**src/rtl/cfgp_pkg.sv**
```systemverilog
package cfgp_pkg;
  typedef enum logic [3:0] {
    S_HUNT, S_PRE, S_LEN, S_TRAIL, S_FHDR, S_IDF,
    S_ALIGN, S_WBIT, S_DATA, S_STOP, S_DONE
  } pst_e;

  localparam int FLAG_W = 4; // P, C, odd parity, even parity

  function automatic int imax(input int a, input int b);
    return (a > b) ? a : b;
  endfunction
endpackage

```
**src/rtl/cfgp_runcnt.sv**
```systemverilog
module cfgp_runcnt #(
  parameter int MAXV = 4,
  localparam int W = $clog2(MAXV + 1)
) (
  input  logic         clk,
  input  logic         rst,
  input  logic         clr,
  input  logic         en,
  input  logic         bit_i,
  output logic [W-1:0] cnt_o
);
  always_ff @(posedge clk) begin
    if (rst || clr)        cnt_o <= '0;
    else if (en) begin
      if (!bit_i)          cnt_o <= '0;
      else if (cnt_o != W'(MAXV)) cnt_o <= cnt_o + W'(1);
    end
  end
endmodule

```
**src/rtl/cfgp_shreg.sv**
```systemverilog
module cfgp_shreg #(
  parameter int W = 8
) (
  input  logic         clk,
  input  logic         rst,
  input  logic         clr,
  input  logic         en,
  input  logic         bit_i,
  output logic [W-1:0] q
);
  always_ff @(posedge clk) begin
    if (rst || clr) q <= '0;
    else if (en)    q <= {q[W-2:0], bit_i};
  end
endmodule

```
**src/rtl/cfgp_parity.sv**
```systemverilog
module cfgp_parity (
  input  logic clk,
  input  logic rst,
  input  logic clr,
  input  logic en,
  input  logic bit_i,
  output logic po_nx,
  output logic pe_nx
);
  logic pos_q, po_q, pe_q;

  // Values including the bit presented this cycle.
  always_comb begin
    po_nx = po_q ^ (en & bit_i & pos_q);
    pe_nx = pe_q ^ (en & bit_i & ~pos_q);
  end

  always_ff @(posedge clk) begin
    if (rst || clr) begin
      pos_q <= 1'b0;
      po_q  <= 1'b0;
      pe_q  <= 1'b0;
    end else if (en) begin
      pos_q <= ~pos_q;
      po_q  <= po_nx;
      pe_q  <= pe_nx;
    end
  end
endmodule

```
**src/rtl/cfg_frame_parser.sv**
```systemverilog
module cfg_frame_parser
  import cfgp_pkg::*;
#(
  parameter int DATA_W      = 64,
  parameter int ALIGN_W     = 2,
  parameter int ADDR_W      = 11,
  parameter int LEN_W       = 24,
  parameter int ID_W        = 20,
  parameter int RSV_W       = 43,
  parameter int HDR_ONES    = 4,
  parameter int ID_STOP_MIN = 3
) (
  input  logic              clk,
  input  logic              rst,
  input  logic              bit_in,
  input  logic              bit_valid,
  output logic              bit_ready,
  output logic              frm_valid,
  input  logic              frm_ready,
  output logic [ADDR_W-1:0] col_addr,
  output logic [DATA_W-1:0] frm_data,
  output logic              frm_comp,
  output logic [LEN_W-1:0]  len_count,
  output logic [ID_W-1:0]   part_id,
  output logic              id_valid,
  output logic              par_en,
  output logic              cfg_done,
  output logic              cfg_err
);
  localparam int HDR_W   = FLAG_W + ADDR_W;
  localparam int IDF_W   = 1 + RSV_W + ID_W;
  localparam int MAXF    = imax(imax(imax(LEN_W, IDF_W), imax(DATA_W, HDR_W)), ALIGN_W);
  localparam int CW      = $clog2(MAXF + 1);
  localparam int RUN_MAX = imax(HDR_ONES, ID_STOP_MIN);
  localparam int RW      = $clog2(RUN_MAX + 1);

  localparam logic [CW-1:0] LEN_LAST   = CW'(LEN_W - 1);
  localparam logic [CW-1:0] HDR_LAST   = CW'(HDR_W - 1);
  localparam logic [CW-1:0] IDF_LAST   = CW'(IDF_W - 1);
  localparam logic [CW-1:0] DATA_LAST  = CW'(DATA_W - 1);
  localparam logic [CW-1:0] ALIGN_LAST = (ALIGN_W > 0) ? CW'(ALIGN_W - 1) : '0;
  localparam logic [CW-1:0] ADDR_FIRST = CW'(FLAG_W);
  localparam logic [CW-1:0] RSV_LAST   = CW'(RSV_W);
  localparam logic [CW-1:0] ID_FIRST   = CW'(RSV_W + 1);

  pst_e              st_q;
  logic [CW-1:0]     cnt_q;
  logic [HDR_W-2:0]  hdr_q;
  logic [HDR_W-1:0]  hdr_nx;
  logic [ADDR_W-1:0] addr_q;
  logic              op_q, ep_q, fv_q, comp_q, done_q, err_q, idv_q, pen_q, idstop_q;
  logic [RW-1:0]     run_q, stop_need;
  logic              take, fstart, run_clr, par_en_in, po_nx, pe_nx;
  logic              h_p, h_c, h_op, h_ep, addr_ones, par_ok_c, par_ok_d;
  logic [ADDR_W-1:0] h_addr;

  assign bit_ready = !(fv_q && !frm_ready);
  assign take      = bit_valid && bit_ready;
  assign stop_need = idstop_q ? RW'(ID_STOP_MIN) : RW'(1);

  assign hdr_nx    = {hdr_q, bit_in};
  assign h_p       = hdr_nx[HDR_W-1];
  assign h_c       = hdr_nx[HDR_W-2];
  assign h_op      = hdr_nx[HDR_W-3];
  assign h_ep      = hdr_nx[HDR_W-4];
  assign h_addr    = hdr_nx[ADDR_W-1:0];
  assign addr_ones = &h_addr;

  assign fstart = take && !bit_in &&
                  ((st_q == S_TRAIL && run_q >= RW'(HDR_ONES)) ||
                   (st_q == S_STOP  && run_q >= stop_need));

  assign run_clr = take && ((st_q == S_LEN  && cnt_q == LEN_LAST) ||
                            (st_q == S_IDF  && cnt_q == IDF_LAST) ||
                            (st_q == S_FHDR && cnt_q == HDR_LAST) ||
                            (st_q == S_DATA && cnt_q == DATA_LAST));

  assign par_en_in = take && ((st_q == S_FHDR && cnt_q >= ADDR_FIRST) || st_q == S_DATA);
  assign par_ok_c  = !pen_q || (po_nx == h_op && pe_nx == h_ep);
  assign par_ok_d  = !pen_q || (po_nx == op_q && pe_nx == ep_q);

  cfgp_runcnt #(.MAXV(RUN_MAX)) i_run (
    .clk(clk), .rst(rst), .clr(run_clr), .en(take), .bit_i(bit_in), .cnt_o(run_q)
  );

  cfgp_shreg #(.W(LEN_W)) i_len (
    .clk(clk), .rst(rst), .clr(1'b0), .en(take && st_q == S_LEN),
    .bit_i(bit_in), .q(len_count)
  );

  cfgp_shreg #(.W(ID_W)) i_id (
    .clk(clk), .rst(rst), .clr(1'b0),
    .en(take && st_q == S_IDF && cnt_q >= ID_FIRST),
    .bit_i(bit_in), .q(part_id)
  );

  cfgp_shreg #(.W(DATA_W)) i_data (
    .clk(clk), .rst(rst), .clr(fstart), .en(take && st_q == S_DATA),
    .bit_i(bit_in), .q(frm_data)
  );

  cfgp_parity i_par (
    .clk(clk), .rst(rst), .clr(fstart), .en(par_en_in), .bit_i(bit_in),
    .po_nx(po_nx), .pe_nx(pe_nx)
  );

  always_ff @(posedge clk) begin
    if (rst) hdr_q <= '0;
    else if (take && st_q == S_FHDR) hdr_q <= hdr_nx[HDR_W-2:0];
  end

  always_ff @(posedge clk) begin
    if (rst) begin
      st_q     <= S_HUNT;
      cnt_q    <= '0;
      addr_q   <= '0;
      op_q     <= 1'b0;
      ep_q     <= 1'b0;
      fv_q     <= 1'b0;
      comp_q   <= 1'b0;
      done_q   <= 1'b0;
      err_q    <= 1'b0;
      idv_q    <= 1'b0;
      pen_q    <= 1'b0;
      idstop_q <= 1'b0;
    end else begin
      if (fv_q && frm_ready) fv_q <= 1'b0;
      if (take) begin
        cnt_q <= cnt_q + CW'(1);
        unique case (st_q)
          S_HUNT: if (!bit_in && run_q >= RW'(HDR_ONES)) begin
            st_q  <= S_PRE;
            cnt_q <= '0;
          end
          S_PRE: begin
            if (bit_in != (cnt_q == CW'(1))) st_q <= S_HUNT;
            else if (cnt_q == CW'(2)) begin
              st_q  <= S_LEN;
              cnt_q <= '0;
            end
          end
          S_LEN: if (cnt_q == LEN_LAST) st_q <= S_TRAIL;
          S_TRAIL, S_STOP: if (!bit_in) begin
            if (fstart) begin
              st_q  <= S_FHDR;
              cnt_q <= '0;
            end else begin
              err_q <= 1'b1;
              st_q  <= S_HUNT;
            end
          end
          S_FHDR: if (cnt_q == HDR_LAST) begin
            cnt_q <= '0;
            if (!h_p) begin
              if (h_c && !h_op && !h_ep && addr_ones) begin
                done_q <= 1'b1;
                st_q   <= S_DONE;
              end else begin
                err_q <= 1'b1;
                st_q  <= S_HUNT;
              end
            end else if (!h_c && addr_ones) begin
              st_q <= S_IDF;
            end else if (h_c) begin
              if (par_ok_c) begin
                fv_q     <= 1'b1;
                comp_q   <= 1'b1;
                addr_q   <= h_addr;
                idstop_q <= 1'b0;
                st_q     <= S_STOP;
              end else begin
                err_q <= 1'b1;
                st_q  <= S_HUNT;
              end
            end else begin
              addr_q <= h_addr;
              op_q   <= h_op;
              ep_q   <= h_ep;
              st_q   <= (ALIGN_W > 0) ? S_ALIGN : S_WBIT;
            end
          end
          S_ALIGN: if (cnt_q == ALIGN_LAST) st_q <= S_WBIT;
          S_WBIT: begin
            cnt_q <= '0;
            if (bit_in) st_q <= S_DATA;
            else begin
              err_q <= 1'b1;
              st_q  <= S_HUNT;
            end
          end
          S_DATA: if (cnt_q == DATA_LAST) begin
            if (par_ok_d) begin
              fv_q     <= 1'b1;
              comp_q   <= 1'b0;
              idstop_q <= 1'b0;
              st_q     <= S_STOP;
            end else begin
              err_q <= 1'b1;
              st_q  <= S_HUNT;
            end
          end
          S_IDF: begin
            if (cnt_q == '0) pen_q <= bit_in;
            else if (cnt_q <= RSV_LAST && bit_in) begin
              err_q <= 1'b1;
              st_q  <= S_HUNT;
            end
            if (cnt_q == IDF_LAST) begin
              idv_q    <= 1'b1;
              idstop_q <= 1'b1;
              st_q     <= S_STOP;
            end
          end
          S_DONE: ;
          default: st_q <= S_HUNT;
        endcase
      end
    end
  end

  assign frm_valid = fv_q;
  assign col_addr  = addr_q;
  assign frm_comp  = comp_q;
  assign id_valid  = idv_q;
  assign par_en    = pen_q;
  assign cfg_done  = done_q;
  assign cfg_err   = err_q;
endmodule

```
**config.mk**
```make
export PLATFORM = sky130hd
export DESIGN_NAME = cfg_frame_parser
export DESIGN_NICKNAME = d
export VERILOG_FILES = /design/src/rtl/cfgp_pkg.sv /design/src/rtl/cfgp_runcnt.sv /design/src/rtl/cfgp_shreg.sv /design/src/rtl/cfgp_parity.sv /design/src/rtl/cfg_frame_parser.sv
export SDC_FILE = /design/constraint.sdc
export NUM_CORES = 1
export LEC_CHECK = 0
export BUFFER_PORTS_ARGS = -buffer_cell sky130_fd_sc_hd__buf_4
export CELL_PAD_IN_SITES_DETAIL_PLACEMENT = 2
export CELL_PAD_IN_SITES_GLOBAL_PLACEMENT = 2
export CORE_MARGIN = 2
export CORE_UTILIZATION = 28
export CTS_BUF_LIST = sky130_fd_sc_hd__clkbuf_16
export DETAILED_ROUTE_END_ITERATION = 7
export MAX_ROUTING_LAYER = met4
export PLACE_DENSITY = 0.81
export SYNTH_ARGS = -nofsm -noshare
export SYNTH_HDL_FRONTEND = slang
export SYNTH_SLANG_ARGS = --single-unit
```
**constraint.sdc**
```tcl
create_clock -name clk -period 2.3 [get_ports clk]
set_clock_uncertainty 0.05 [all_clocks]
set_input_delay 0.69 -clock clk [delete_from_list [all_inputs] [get_ports clk]]
set_output_delay 0.69 -clock clk [all_outputs]
set_load 0.005 [all_outputs]
```
[After elaboration in Yosys (flattened, before gate mapping)]
Index checks and enable logic that the tools add are counted.
Widths: inputs -> output; s select.
Operators by class
  reduce and logical (&&, ||, !) cells: 60
  equal/unequal tests: 47
  magnitude comparators: 5
  bitwise gates (word level): 10
  multiplexer cells: 71
  add/sub/neg operators: 2
Operator list (count)
  $mux 4: 18
  $mux 7: 6
  $pmux 4 s10: 1
  $mux 1: 35
  $pmux 7 s5: 1
  $logic_and 1x1->1: 27
  $ne 2x2->1 const B: 12
  $mux 11: 2
  $reduce_and 11->1: 2
  $ne 3x3->1 const B: 7
  $eq 4x3->1 const B: 4
  $ne 2x1->1 const B: 7
  $reduce_and 14->1: 1
  $eq 4x4->1 const B: 3
  $reduce_and 6->1: 2
  $reduce_and 10->1: 1
  $logic_or 1x1->1: 9
  $mux 3: 3
  $reduce_and 9->1: 1
  $eq 4x2->1 const B: 2
  $add 7x1->7 const B: 1
  $eq 7x1->1 const B: 1
  $eq 7x2->1 const B: 1
  $eq 7x4->1 const B: 1
  29 further kinds: 47
Storage, ports and cells
  output and inout bits: 126
  input bits: 5
  logic and storage cells: 215
  register bits: 159

[Depth between registers and ports, before layout]
Gate-level depths: netlist of the first run.
  depth after elaboration: 18
  gate-level depth with buffers: 10
  gate-level depth less buffers: 9

[Cells and area by module]
Synthesis of the first run repeated with hierarchy kept, for this count alone.
Unflattened totals
  cell total of the unflattened synthesis: 685
  area, all modules: 6911.6 sq um
Modules (own cells, without submodules)
  cfg_frame_parser: seq. area each 900.9 sq um, cells each 299, times used 1, area an instance 2633.8 sq um
  cfgp_shreg at i_data: seq. area each 1281.2 sq um, cells each 207, times used 1, area an instance 2348.5 sq um
  cfgp_shreg at i_len: seq. area each 480.5 sq um, cells each 79, times used 1, area an instance 867.1 sq um
  cfgp_shreg at i_id: seq. area each 400.4 sq um, cells each 65, times used 1, area an instance 729.4 sq um
  cfgp_runcnt: seq. area each 60.1 sq um, cells each 20, times used 1, area an instance 177.7 sq um
  cfgp_parity: seq. area each 60.1 sq um, cells each 15, times used 1, area an instance 155.1 sq um

[Least setup slack after synthesis of the first run]
No wires, ideal clock.
  path kind: input to register
  from: input frm_ready
  to: register addr_q[10], in the netlist col_addr[10]
  slack: -0.150 ns
  library setup time: 0.128 ns
  cell stages on the path: 9
  data required time: 2.122 ns
  arrival time: 2.272 ns
  buffers on the path: 1
  cells stage by stage: nor2b_1 -> inv_2 -> nand4_2 -> or3_4 -> a311o_1 -> a31oi_4 -> buf_12 -> mux2i_1 -> nor2_1
Between the ends
  word-level cells in the longest chain between the ends: 13
  elaborated cells on any way between the ends: 16
  classes of those cells: eq/ne (3); bitwise (5); reduce/logical (8)
Ends and longest elaborated chain
  start, declared: RTL line cfg_frame_parser.sv:19  | input logic frm_ready,
  $logic_not 1->1 *: RTL line cfg_frame_parser.sv:57  | assign bit_ready = !(fv_q && !frm_ready);
  $logic_and 1x1->1 *: RTL line cfg_frame_parser.sv:57
  $logic_not 1->1 *: RTL line cfg_frame_parser.sv:57
  net bit_ready: RTL line cfg_frame_parser.sv:17  | output logic bit_ready,
  $logic_and 1x1->1 *: RTL line cfg_frame_parser.sv:58  | assign take = bit_valid && bit_ready;
  $logic_and 1x1->1: RTL line cfg_frame_parser.sv:78  | assign par_en_in = take && ((st_q == S_FHDR && cnt_q >= ADDR_FIRST) || st_q == S_DATA);
  $and 1x1->1: RTL line cfgp_parity.sv:14, cfgp_parity.sv:15
  $and 1x1->1 (on tied branches): RTL line cfgp_parity.sv:14, cfgp_parity.sv:15
  $xor 1x1->1 (on tied branches): RTL line cfgp_parity.sv:14, cfgp_parity.sv:15
  $eq 1x1->1: RTL line cfg_frame_parser.sv:79  | assign par_ok_c = !pen_q || (po_nx == h_op && pe_nx == h_ep);
  $logic_and 1x1->1: RTL line cfg_frame_parser.sv:79
  $logic_or 1x1->1: RTL line cfg_frame_parser.sv:79
  $ne 2x1->1 (no source line)
  $reduce_and 6->1 (no source line) *
  end signal, assigned: RTL line cfg_frame_parser.sv:168  | addr_q <= h_addr;
  end signal, assigned: RTL line cfg_frame_parser.sv:176  | addr_q <= h_addr;
  end, declared: RTL line cfg_frame_parser.sv:50  | logic [ADDR_W-1:0] addr_q;
The timed path passes the listed nets; every way through them passes the cells marked *.
A chain may end at the register's enable or synchronous reset.

[Worst setup path in the final report of the first run]
  from: register st_q[2]
  to: register addr_q[0], in the netlist col_addr[0]
Between the ends
  word-level cells in the longest chain between the ends: 12
  elaborated cells on any way between the ends: 16
  classes of those cells: eq/ne (5); bitwise (5); reduce/logical (6)
Ends and longest elaborated chain
  start, declared: RTL line cfg_frame_parser.sv:46  | pst_e st_q;
  start signal, assigned: RTL line cfg_frame_parser.sv:179  | st_q <= (ALIGN_W > 0) ? S_ALIGN : S_WBIT;
  $eq 4x3->1: RTL line cfg_frame_parser.sv:78, cfg_frame_parser.sv:130
  $logic_and 1x1->1: RTL line cfg_frame_parser.sv:78
  $logic_or 1x1->1: RTL line cfg_frame_parser.sv:78
  $logic_and 1x1->1: RTL line cfg_frame_parser.sv:78
  $and 1x1->1: RTL line cfgp_parity.sv:14, cfgp_parity.sv:15
  $and 1x1->1 (on tied branches): RTL line cfgp_parity.sv:14, cfgp_parity.sv:15
  $xor 1x1->1 (on tied branches): RTL line cfgp_parity.sv:14, cfgp_parity.sv:15
  $eq 1x1->1: RTL line cfg_frame_parser.sv:79
  $logic_and 1x1->1: RTL line cfg_frame_parser.sv:79
  $logic_or 1x1->1: RTL line cfg_frame_parser.sv:79
  $ne 2x1->1 (no source line)
  $reduce_and 6->1 (no source line) *
Mark *: on every way between the ends. The rest lies on a longest branch, timed or not.

==> results of run 1 <==
metal layers:
metal	track usage	up-vias
met1	0.229	3275
met5	-	-
li1	-	3159
met3	0.0345	15
met4	0.0450	0
met2	0.325	115
placed cells by master, fill, tap and decap left out, types with 4 or more instances in the layout:
cell type / Yosys / routed
sky130_fd_sc_hd__dfxtp_1: 159 / 152
sky130_fd_sc_hd__nor3_1: 9 / 6
sky130_fd_sc_hd__nor3_2: 1 / 4
sky130_fd_sc_hd__xnor2_1: 10 / 8
sky130_fd_sc_hd__inv_1: 13 / 13
sky130_fd_sc_hd__nand3_1: 13 / 13
sky130_fd_sc_hd__inv_6: 0 / 5
sky130_fd_sc_hd__clkbuf_16: 0 / 17
sky130_fd_sc_hd__buf_4: 2 / 200
sky130_fd_sc_hd__or3_1: 6 / 6
sky130_fd_sc_hd__ha_1: 7 / 5
sky130_fd_sc_hd__nand3b_1: 4 / 4
sky130_fd_sc_hd__o21ai_1: 2 / 4
sky130_fd_sc_hd__o21ai_0: 15 / 12
sky130_fd_sc_hd__nor2_1: 72 / 71
sky130_fd_sc_hd__dfxtp_2: 0 / 6
sky130_fd_sc_hd__nand2b_1: 8 / 7
sky130_fd_sc_hd__nand2_1: 199 / 198
sky130_fd_sc_hd__a21oi_1: 108 / 106
sky130_fd_sc_hd__mux2i_1: 48 / 47
sky130_fd_sc_hd__buf_12: 1 / 11
sky130_fd_sc_hd__nand4_1: 6 / 6
critical path, cell delays in order, from the launching register on:
cell	delay [ns]
sky130_fd_sc_hd__dfxtp_2	0.35
sky130_fd_sc_hd__buf_4	0.17
sky130_fd_sc_hd__and3_4	0.18
sky130_fd_sc_hd__or3_4	0.40
sky130_fd_sc_hd__a311o_1	0.33
sky130_fd_sc_hd__a31oi_4	0.18
sky130_fd_sc_hd__buf_12	0.17
sky130_fd_sc_hd__mux2i_2	0.22
sky130_fd_sc_hd__nor2_1	0.06
final timing paths:
| path | cells after the start | to | start | slack [ns] |
|---|---|---|---|---|
| worst max-delay path | 8 | col_addr[0]$_SDFFE_PP0P_ | st_q[2]$_SDFFE_PP0P_ | 0.06 |
| worst min-delay path | 2 | i_data.q[13]$_SDFFE_PP0P_ | i_data.q[12]$_SDFFE_PP0P_ | 0.42 |
| worst max register to register | 8 | col_addr[0]$_SDFFE_PP0P_ | st_q[2]$_SDFFE_PP0P_ | 0.06 |
| worst min register to register | 2 | i_data.q[13]$_SDFFE_PP0P_ | i_data.q[12]$_SDFFE_PP0P_ | 0.42 |
power breakdown:
part           leakage, uW  internal, uW  switching [uW]
sequential         0.00128          2760            5.51
clock             0.000287          1550            1300
combinational      0.00220          64.7             119
state kept, by name (all words and copies together), names as in the netlist, 3 cells and up:
signal,cells
hdr_q,14
st_q,4
i_len.q,24
i_data.q,64
i_id.q,20
i_run.cnt_o,3
col_addr,11
cnt_q,7
what timing repair did:
action | CTS | global route
buffers inserted | 1 | 5
setup endpoints to repair | 12 | 34
gates resized for setup | 10 | 31
pin swaps | 1 | 15
area by class of cell:
| class | instances | area [um2] |
|---|---|---|
| Inverter | 14 | 55.1 |
| Fill cell | 2766 | 14600 |
| Clock inverter | 15 | 169 |
| Multi-Input combinational cell | 593 | 3480 |
| Clock buffer | 17 | 425 |
| Timing Repair Buffer | 212 | 1730 |
| Tap cell | 324 | 405 |
| Sequential cell | 159 | 3190 |
logic make-up after synthesis:
family | after synthesis
AND/OR/NAND/NOR | 353
flip-flops | 159
adder cells (fa/ha/maj) | 7
XOR/XNOR | 14
AO/OA/AOI/OAI | 171
multiplexers | 48
buffers and inverters | 72
per-stage QoR:
stage	utilization	std cells
after global routing	0.392	1334
after CTS	0.386	1329
after floorplan	-	824
after global placement	0.359	1296
after detailed placement	0.359	1296
final	0.392	1334
==> flow_summary.json, run 1 <==
{
  "outcome": "finished clean",
  "area_fraction_in_compound_gates_after_synthesis": 0.151,
  "cp_data_required_time_ns": 2.55,
  "timing.critical_path.arrival_ns": 2.49,
  "met2_wirelength_um": 11800,
  "drt-pass1-iter-count": 4,
  "globalRouteTotalUtil": 0.189,
  "drive_above_1_share": 0.295,
  "post_dp_cell_area_um2": 8660,
  "gp_congestion": 0.875,
  "antenna_violations_before_repair": 0,
  "finalHoldViolCount": 0,
  "synth.mux.area_fraction": 0.0704,
  "final.setup.worst_slack_ns": 0.0581,
  "yosys.area_share.xor_xnor": 0.0180,
  "largest_net_degree_at_the_start_of_global_routing": 65,
  "critPathMaxFanout": 11,
  "route.final.wire_length_um": 23300,
  "post_synth.cell_area_avg_um2": 8.29,
  "die_x_um": 160,
  "cts_clk_pin_slew_worst_paths_ns": 0.07,
  "final_min_period_over_clock_period": 0.975,
  "library_cell_with_the_highest_instance_count_after_synthesis": "sky130_fd_sc_hd__nand2_1",
  "hold_slack_ns": 0.417,
  "tightest_slew_ns": 0.505,
  "place.detailed.hpwl_um": 16700,
  "synth_top_cell_by_area": "sky130_fd_sc_hd__dfxtp_1",
  "numClockSinks": 159,
  "power_density_relative_to_cell_area_nw_per_um2": 612,
  "drtAntennaViolNets": 0,
  "synth_seq_area_share": 0.466,
  "ir_worst_vdd_mv": 0.378,
  "cap_viol_max_count": 0,
  "postSynth.topFlopCell": "sky130_fd_sc_hd__dfxtp_1",
  "floorplan.die.height_um": 160,
  "route.detailed.wl_per_inst_um": 17.5,
  "report.final.slew_viol_count": 0,
  "cts_inserted_buffers": 17,
  "fin_tns_setup_ns": 0,
  "met1_length_um": 10600,
  "rsz_0062_raised_after_global_routing": "true",
  "slew_headroom": 0.658,
  "post_layout_power_uw": 5790,
  "syn_inst": 824,
  "synth_simple_gate_area_frac": 0.233,
  "synth.net_count": 836,
  "vias_in_the_first_global_route": 7079,
  "leakagePower_uw": 0.00377,
  "first_iter_violations": 331,
  "synth_adder_area_share": 0.0128,
  "synth.top_cells.by_count": "199 x sky130_fd_sc_hd__nand2_1, 159 x sky130_fd_sc_hd__dfxtp_1, 108 x sky130_fd_sc_hd__a21oi_1, 72 x sky130_fd_sc_hd__nor2_1, 48 x sky130_fd_sc_hd__mux2i_1",
  "top_layer_used": "met4",
  "min-delay-path-class": "register to register",
  "design_area_um2": 9460,
  "synth-edff-count": 0,
  "syn-cell-area_um2": 6830,
  "fmax_mhz": 446,
  "combinational_family_with_the_most_area_after_synthesis": "simple AND/OR/NAND/NOR gates",
  "synth_top_cells_by_area": "sky130_fd_sc_hd__dfxtp_1 47%, sky130_fd_sc_hd__nand2_1 11%, sky130_fd_sc_hd__a21oi_1 7.9%",
  "clock_latency_on_the_worst_skew_pair_ns": 0.42,
  "worstSetupPathType": "register to register",
  "placement_rows": 57,
  "tritoncts": "built",
  "min_tclk_post_route_ns": 2.24,
  "design.final.nets": 1009,
  "asyncSetResetFlopFracSynth": 0,
  "area_delta_synth_final_pct": 38.5,
  "io_buffers": 130,
  "postCtsHoldBufs": 0,
  "synthDistinctLibCells": 75,
  "io_pins": 131,
  "cts.root.buffer_cell": "sky130_fd_sc_hd__clkbuf_16",
  "core_region_area_um2": 24100,
  "dpl_worst_slack_ns": -0.252,
  "yosysWarningCount": 0,
  "post-synth-top-area-fraction": 0.466,
  "h-tree-depth": 4,
  "cts.path.max_buffers": 2,
  "drt_drc_violations_left": 0,
  "grt_pass1_wl_um": 38000,
  "start_util": 0.283,
  "drt-vias-per-instance": 4.92,
  "dr_total_vias": 6564,
  "dieArea_um2": 25700,
  "insertedDiodeCount": 0,
  "critPathCaptureType": "register",
  "grt_remaining_overflow": 0,
  "crit_path_start_kind": "register",
  "finalSetupViolations": 0,
  "synth_seq_cells": 159,
  "met3WireLength_um": 682
}
(Power assumes the default switching activity.)
==> run 2, diff against run 1 <==
--- a/config.mk
+++ b/config.mk
@@ -14,6 +14,7 @@
 export DETAILED_ROUTE_END_ITERATION = 7
 export MAX_ROUTING_LAYER = met4
 export PLACE_DENSITY = 0.81
+export RECOVER_POWER = 50
 export SYNTH_ARGS = -nofsm -noshare
 export SYNTH_HDL_FRONTEND = slang
 export SYNTH_SLANG_ARGS = --single-unit
==> constraint.sdc (replaced) <==
create_clock -name clk -period 1.9 [get_ports clk]
set_clock_uncertainty 0.05 [all_clocks]
set_input_delay 0.57 -clock clk [delete_from_list [all_inputs] [get_ports clk]]
set_output_delay 0.57 -clock clk [all_outputs]
set_load 0.005 [all_outputs]
==> run 2 against run 1 <==
Net effect: setup slack got worse by 0.60 ns; largest cell class unchanged; non-clock buffer count rose by 70; critical path type unchanged; the run now ends with negative setup slack left; flip-flop and latch count did not move; total power rose by 24%; via count rose by 7.8%; worst hold slack got worse by 0.063 ns; maximum frequency fell by 8.1%; routed wire length rose by 27%; cell count rose by 5.2%; largest power group unchanged; core utilization rose by 5.2 points.
==> flow_summary.json, run 2 (synthesis gave the netlist of run 1 again) <==
{
  "outcome": "finished, violations left",
  "violated_checks": "negative setup slack",
  "worstSetupPathType": "register to register",
  "critPathMaxFanout": 8,
  "vias_in_the_first_global_route": 7878,
  "postCtsHoldBufs": 0,
  "final.setup.worst_slack_ns": -0.539,
  "clock_latency_on_the_worst_skew_pair_ns": 0.43,
  "start_util": 0.283,
  "min-delay-path-class": "input port to register",
  "post_dp_cell_area_um2": 9150,
  "min_tclk_post_route_ns": 2.44,
  "drt-vias-per-instance": 5.04,
  "drt_drc_violations_left": 0,
  "floorplan.die.height_um": 160,
  "place.detailed.hpwl_um": 18100,
  "cap_viol_max_count": 0,
  "final_common_cell": "sky130_fd_sc_hd__nand2_1",
  "ir_worst_vdd_mv": 0.438,
  "io_buffers": 130,
  "design.final.nets": 1079,
  "drt-pass1-iter-count": 6,
  "first_iter_violations": 319,
  "placement_rows": 57,
  "worstReg2RegStart": "st_q[1]$_SDFFE_PP0P_",
  "cts.root.buffer_cell": "sky130_fd_sc_hd__clkbuf_16",
  "max_ffs_per_register": 64,
  "core_region_area_um2": 24100,
  "route.final.wire_length_um": 29600,
  "grt_remaining_overflow": 0,
  "rsz_0062_raised_after_global_routing": "true",
  "gp_congestion": 0.901,
  "antenna_violations_before_repair": 0,
  "registers.top_by_ff_count": "i_data.q",
  "dp.cells": 1349,
  "dieArea_um2": 25700,
  "tritoncts": "built",
  "h-tree-depth": 4,
  "cp_data_required_time_ns": 2.19,
  "final_cell_mix": "196 x sky130_fd_sc_hd__nand2_1, 171 x sky130_fd_sc_hd__buf_4, 145 x sky130_fd_sc_hd__dfxtp_1",
  "route.detailed.wl_per_inst_um": 21.1,
  "cts_inserted_buffers": 17,
  "final_min_period_over_clock_period": 1.28,
  "numClockSinks": 159,
  "leakagePower_uw": 0.00414,
  "ff2ff_path_depth": 8,
  "crit_path_start_kind": "register",
  "die_x_um": 160,
  "final_std_cells_w_o_fill": 1404,
  "drive_above_1_share": 0.418,
  "timing.critical_path.arrival_ns": 2.73,
  "worstSetupEndpoint": "st_q[1]$_SDFFE_PP0P_",
  "finalHoldViolCount": 0,
  "drtAntennaViolNets": 0,
  "post_layout_power_uw": 7170,
  "cts.path.max_buffers": 2,
  "fmax_mhz": 410,
  "io_pins": 131,
  "critical_path.reg2reg.endpoint": "st_q[1]$_SDFFE_PP0P_",
  "slew_headroom": 0.620,
  "cts_clk_pin_slew_worst_paths_ns": 0.08,
  "critPathCaptureType": "register",
  "area_delta_synth_final_pct": 56.9,
  "design_area_um2": 10700,
  "critical_path.startpoint": "st_q[1]$_SDFFE_PP0P_",
  "insertedDiodeCount": 0,
  "globalRouteTotalUtil": 0.226,
  "worst-r2r-setup-slack_ns": -0.54,
  "tightest_slew_ns": 0.566,
  "power_density_relative_to_cell_area_nw_per_um2": 669,
  "dr_total_vias": 7075,
  "largest_net_degree_at_the_start_of_global_routing": 78,
  "largest_regs": "i_data.q x64, i_len.q x24, i_id.q x20",
  "layout.core_utilization": 0.444,
  "report.final.slew_viol_count": 0,
  "grt_pass1_wl_um": 44400,
  "finalSetupViolations": 120
}
## run 2: cell types whose count changed in the layout (fill, tap and decap cells not counted), moves of 9 or more
cell / delta
sky130_fd_sc_hd__a21oi_4: +12
sky130_fd_sc_hd__a21oi_1: -66
sky130_fd_sc_hd__clkbuf_4: +62
sky130_fd_sc_hd__a21oi_2: +54
sky130_fd_sc_hd__clkbuf_1: +15
sky130_fd_sc_hd__buf_6: +9
sky130_fd_sc_hd__buf_4: -29
## run 2: power by group
part / total, uW / internal, uW / switching [uW] / leakage [uW]
clock: 3480 / 1770 / 1710 / 0.000290
combinational: 348 / 143 / 205 / 0.00256
sequential: 3340 / 3330 / 6.66 / 0.00129
total: 7170 / 5250 / 1920 / 0.00414
## run 2: layer usage
metal / vias up / track usage / wire length, um
li1: 3303 / - / -
met1: 3555 / 0.249 / 12000
met2: 167 / 0.413 / 15900
met3: 50 / 0.0392 / 955
met4: 0 / 0.0745 / 758
met5: - / - / 0
## run 2: worst min-delay path by stage
stage                                   start                   endpoint  slack, ns  cells after the start
finish                                    rst    i_len.q[0]$_SDFFE_PP0P_       0.35                      2
global route                              rst    i_len.q[0]$_SDFFE_PP0P_       0.33                      2
CTS                                       rst    i_len.q[0]$_SDFFE_PP0P_       0.32                      2
detailed placement  i_data.q[63]$_SDFFE_PP0P_  i_data.q[63]$_SDFFE_PP0P_       0.41                      2
global placement    i_data.q[63]$_SDFFE_PP0P_  i_data.q[63]$_SDFFE_PP0P_       0.40                      2
floorplan               idstop_q$_SDFFE_PP0P_      idstop_q$_SDFFE_PP0P_       0.39                      2
## run 2: layout make-up
| cell class | instances | area, um2 |
|---|---|---|
| clock inverter | 15 | 158 |
| timing repair buffer | 282 | 2420 |
| multi-input combinational | 593 | 4040 |
| fill | 2690 | 13400 |
| inverter | 14 | 55.1 |
| sequential | 159 | 3210 |
| clock buffer | 17 | 425 |
| tap | 324 | 405 |
## run 2: critical path, cell delays in order, from the launching register on
cell and delay, ns:
sky130_fd_sc_hd__dfxtp_2 0.46, sky130_fd_sc_hd__buf_4 0.23, sky130_fd_sc_hd__nor2b_1 0.29, sky130_fd_sc_hd__nand4_1 0.21, sky130_fd_sc_hd__a31oi_2 0.26, sky130_fd_sc_hd__o311ai_2 0.12
sky130_fd_sc_hd__a31o_2 0.27, sky130_fd_sc_hd__or2_1 0.24, sky130_fd_sc_hd__a21oi_2 0.21
## run 2: per-stage QoR
stage | hold WS [ns] | setup WS, ns | setup TNS, ns
3_5_place_dp | 0.409 | -0.541 | -50.07
2_1_floorplan | 0.386 | -0.310 | -4.18
4_1_cts | 0.321 | -0.385 | -21.62
6_report | 0.354 | -0.539 | -16.80
3_3_place_gp | 0.395 | -0.415 | -36.96
5_1_grt | 0.334 | -0.536 | -25.76
## run 2: repair_timing
item,in CTS,in global routing
gates cloned,8,2
setup buffers,14,6
pin swaps,17,24
gates resized for setup,127,51
hold endpoints to repair,0,0
endpoints found under the setup margin,130,134
==> run 3, diff against run 2 <==
--- a/config.mk
+++ b/config.mk
@@ -13,7 +13,7 @@
 export CTS_BUF_LIST = sky130_fd_sc_hd__clkbuf_16
 export DETAILED_ROUTE_END_ITERATION = 7
 export MAX_ROUTING_LAYER = met4
-export PLACE_DENSITY = 0.81
+export PLACE_DENSITY = 0.74
 export RECOVER_POWER = 50
 export SYNTH_ARGS = -nofsm -noshare
 export SYNTH_HDL_FRONTEND = slang
==> run 3 against run 2 <==
Net effect: the run still ends with negative setup slack left; flip-flop and latch count unchanged; sequential power about the same; register-to-register slack worse by 0.05 ns; via count up 4.7%; total power up 3.5%; largest cell class unchanged; largest power group unchanged.
==> flow_summary.json, run 3 (synthesis gave the netlist of run 1 again) <==
{
  "nFillCells": 2603,
  "largest_regs": "i_data.q x64, i_len.q x24, i_id.q x20",
  "hold_slack_ns": 0.414,
  "violated_checks": "negative setup slack",
  "share_comb_of_total_power": 0.055,
  "power_density_relative_to_cell_area_nw_per_um2": 662,
  "min_tclk_post_route_ns": 2.49,
  "h-tree-depth": 4,
  "leakagePower_uw": 0.00431,
  "clock_latency_on_the_worst_skew_pair_ns": 0.43,
  "cp_data_required_time_ns": 2.19,
  "antenna_violations_before_repair": 0,
  "ff2ff_path_depth": 9,
  "cts.root.buffer_cell": "sky130_fd_sc_hd__clkbuf_16",
  "pwr-share-seq": 0.449,
  "registers.top_by_ff_count": "i_data.q",
  "design.final.nets": 1092,
  "min-delay-path-class": "register to register",
  "area_delta_synth_final_pct": 64.0,
  "cts_clk_pin_slew_worst_paths_ns": 0.07,
  "cap_viol_max_count": 0,
  "drt_drc_violations_left": 0,
  "cts.path.max_buffers": 2,
  "final_min_period_over_clock_period": 1.31,
  "report.final.slew_viol_count": 0,
  "drt-pass1-iter-count": 7,
  "placement_rows": 57,
  "timing.critical_path.arrival_ns": 2.78,
  "vias_in_the_first_global_route": 7770,
  "worst-r2r-setup-slack_ns": -0.59,
  "p_sw_frac": 0.271,
  "drive_above_1_share": 0.446,
  "start_util": 0.283,
  "critical-path-slowest-cell": "sky130_fd_sc_hd__dfxtp_2",
  "place.detailed.hpwl_um": 16600,
  "fmax_mhz": 402,
  "whs_path_depth": 2,
  "ir_worst_vdd_mv": 0.529,
  "dr_total_vias": 7407,
  "outcome": "finished, violations left",
  "worstSetupPathType": "register to register",
  "internal_power_uw": 5410,
  "insertedDiodeCount": 0,
  "critPathCaptureType": "register",
  "first_iter_violations": 396,
  "worstReg2RegStart": "cnt_q[5]$_SDFFE_PP0P_",
  "netsw_uw": 2010,
  "finalSetupViolations": 122,
  "max_ffs_per_register": 64,
  "route.final.wire_length_um": 33900,
  "drtAntennaViolNets": 0,
  "hp_start": "i_len.q[23]$_SDFFE_PP0P_",
  "io_buffers": 130,
  "critical_path.reg2reg.endpoint": "st_q[1]$_SDFFE_PP0P_",
  "grt_remaining_overflow": 0,
  "critical_path.cell_chain": "buf_4 > buf_4 > nor4b_2 > nand4_1 > a31oi_2 > o311ai_1 > a31o_2 > or2_0 > a21oi_2",
  "final_std_cells_w_o_fill": 1417,
  "die_x_um": 160,
  "finalHoldViolCount": 0,
  "critPathMaxFanout": 7,
  "largest_net_degree_at_the_start_of_global_routing": 65,
  "dieArea_um2": 25700,
  "tightest_slew_ns": 0.579,
  "globalRouteTotalUtil": 0.231,
  "route.detailed.wl_per_inst_um": 23.9,
  "floorplan.die.height_um": 160,
  "worst_path_largest_cell_delay_ns": 0.34,
  "core_region_area_um2": 24100,
  "final_cell_mix": "189 x sky130_fd_sc_hd__nand2_1, 158 x sky130_fd_sc_hd__buf_4, 144 x sky130_fd_sc_hd__dfxtp_1",
  "gp_congestion": 0.857,
  "worstHoldEndpoint": "i_len.q[23]$_SDFFE_PP0P_",
  "cts_inserted_buffers": 17,
  "final.setup.worst_slack_ns": -0.590,
  "grt_pass1_wl_um": 45200,
  "slew_headroom": 0.610,
  "numClockSinks": 159,
  "rsz_0062_raised_after_global_routing": "true",
  "worst_path_most_repeated_cell": "sky130_fd_sc_hd__buf_4",
  "tritoncts": "built",
  "clkPwrFrac": 0.495,
  "drt-vias-per-instance": 5.23,
  "dp.cells": 1328,
  "io_pins": 131,
  "crit_path_start_kind": "register",
  "final_common_cell": "sky130_fd_sc_hd__nand2_1"
}
-- run 3: cell count changes in the layout (fill, tap and decap cells not counted), moves of 4 or more --
cell,delta
sky130_fd_sc_hd__buf_16,+10
sky130_fd_sc_hd__buf_6,+9
sky130_fd_sc_hd__buf_4,-13
sky130_fd_sc_hd__nand2_1,-7
sky130_fd_sc_hd__clkbuf_1,+4
sky130_fd_sc_hd__buf_12,-4
sky130_fd_sc_hd__a21oi_1,-4
-- run 3: worst max-delay path: cells and delay by family (launching register included) --
| kind | cells | cell delay (ns) |
|---|---|---|
| simple gates | 3 | 0.77 |
| buf+inv | 2 | 0.29 |
| compound gates | 4 | 0.94 |
| flops | 1 | 0.34 |
-- run 3: stage by stage --
| step | cell area [um2] | utilization | setup WS [ns] | setup TNS, ns | total power [uW] |
|---|---|---|---|---|---|
| 6_report | 11200 | 0.465 | -0.590 | -26.62 | 7420 |
| 5_1_grt | 11200 | 0.465 | -0.662 | -33.20 | 7650 |
| 4_1_cts | 10600 | 0.440 | -0.306 | -13.98 | 7460 |
| 3_5_place_dp | 8950 | 0.371 | -0.507 | -43.60 | 3650 |
| 3_3_place_gp | 8950 | 0.371 | -0.475 | -39.41 | 3650 |
| 2_1_floorplan | 6960 | - | -0.310 | -4.18 | 3550 |
-- run 3: final cells by class --
| class | instances | area (um2) | share of cell area |
|---|---|---|---|
| clock buffer | 17 | 425 | 0.0380 |
| tap | 324 | 405 | 0.0362 |
| clock inverter | 15 | 180 | 0.0161 |
| sequential | 159 | 3220 | 0.287 |
| timing repair buffer | 294 | 2710 | 0.242 |
| inverter | 14 | 55.1 | 0.00492 |
| multi-input combinational | 594 | 4200 | 0.375 |
-- run 3: worst max-delay path by stage --
stage                               start                        end  cells past startpoint
floorplan                       frm_ready  col_addr[10]$_SDFFE_PP0P_                      9
global placement                frm_ready       st_q[0]$_SDFFE_PP0P_                     10
detailed placement              frm_ready   col_addr[0]$_SDFFE_PP0P_                     10
CTS                  frm_valid$_SDFF_PP0_   col_addr[0]$_SDFFE_PP0P_                      9
global route        cnt_q[5]$_SDFFE_PP0P_       st_q[1]$_SDFFE_PP0P_                      9
finish              cnt_q[5]$_SDFFE_PP0P_       st_q[1]$_SDFFE_PP0P_                      9
-- run 3: routing by layer --
metal,vias to the layer above,GRT usage,routed length (um)
met4,0,0.0614,1020
met3,73,0.0387,1130
met1,3770,0.263,13600
met2,220,0.419,18200
met5,-,-,0
li1,3344,-,-
-- run 3: what timing repair did --
item / in CTS / in global routing
hold buffers: 0 / 0
pin swaps: 9 / 28
setup buffers: 18 / 23
gates resized for setup: 144 / 92
endpoints found under the setup margin: 121 / 122
cloned: 12 / 10
-- run 3: power groups by stage --
stage	Sequential, uW	Combinational (uW)	Clock (uW)
global route	3330	431	3890
floorplan	3420	131	0
CTS	3340	394	3730
finish	3330	412	3670
detailed placement	3420	235	0
global placement	3420	232	0
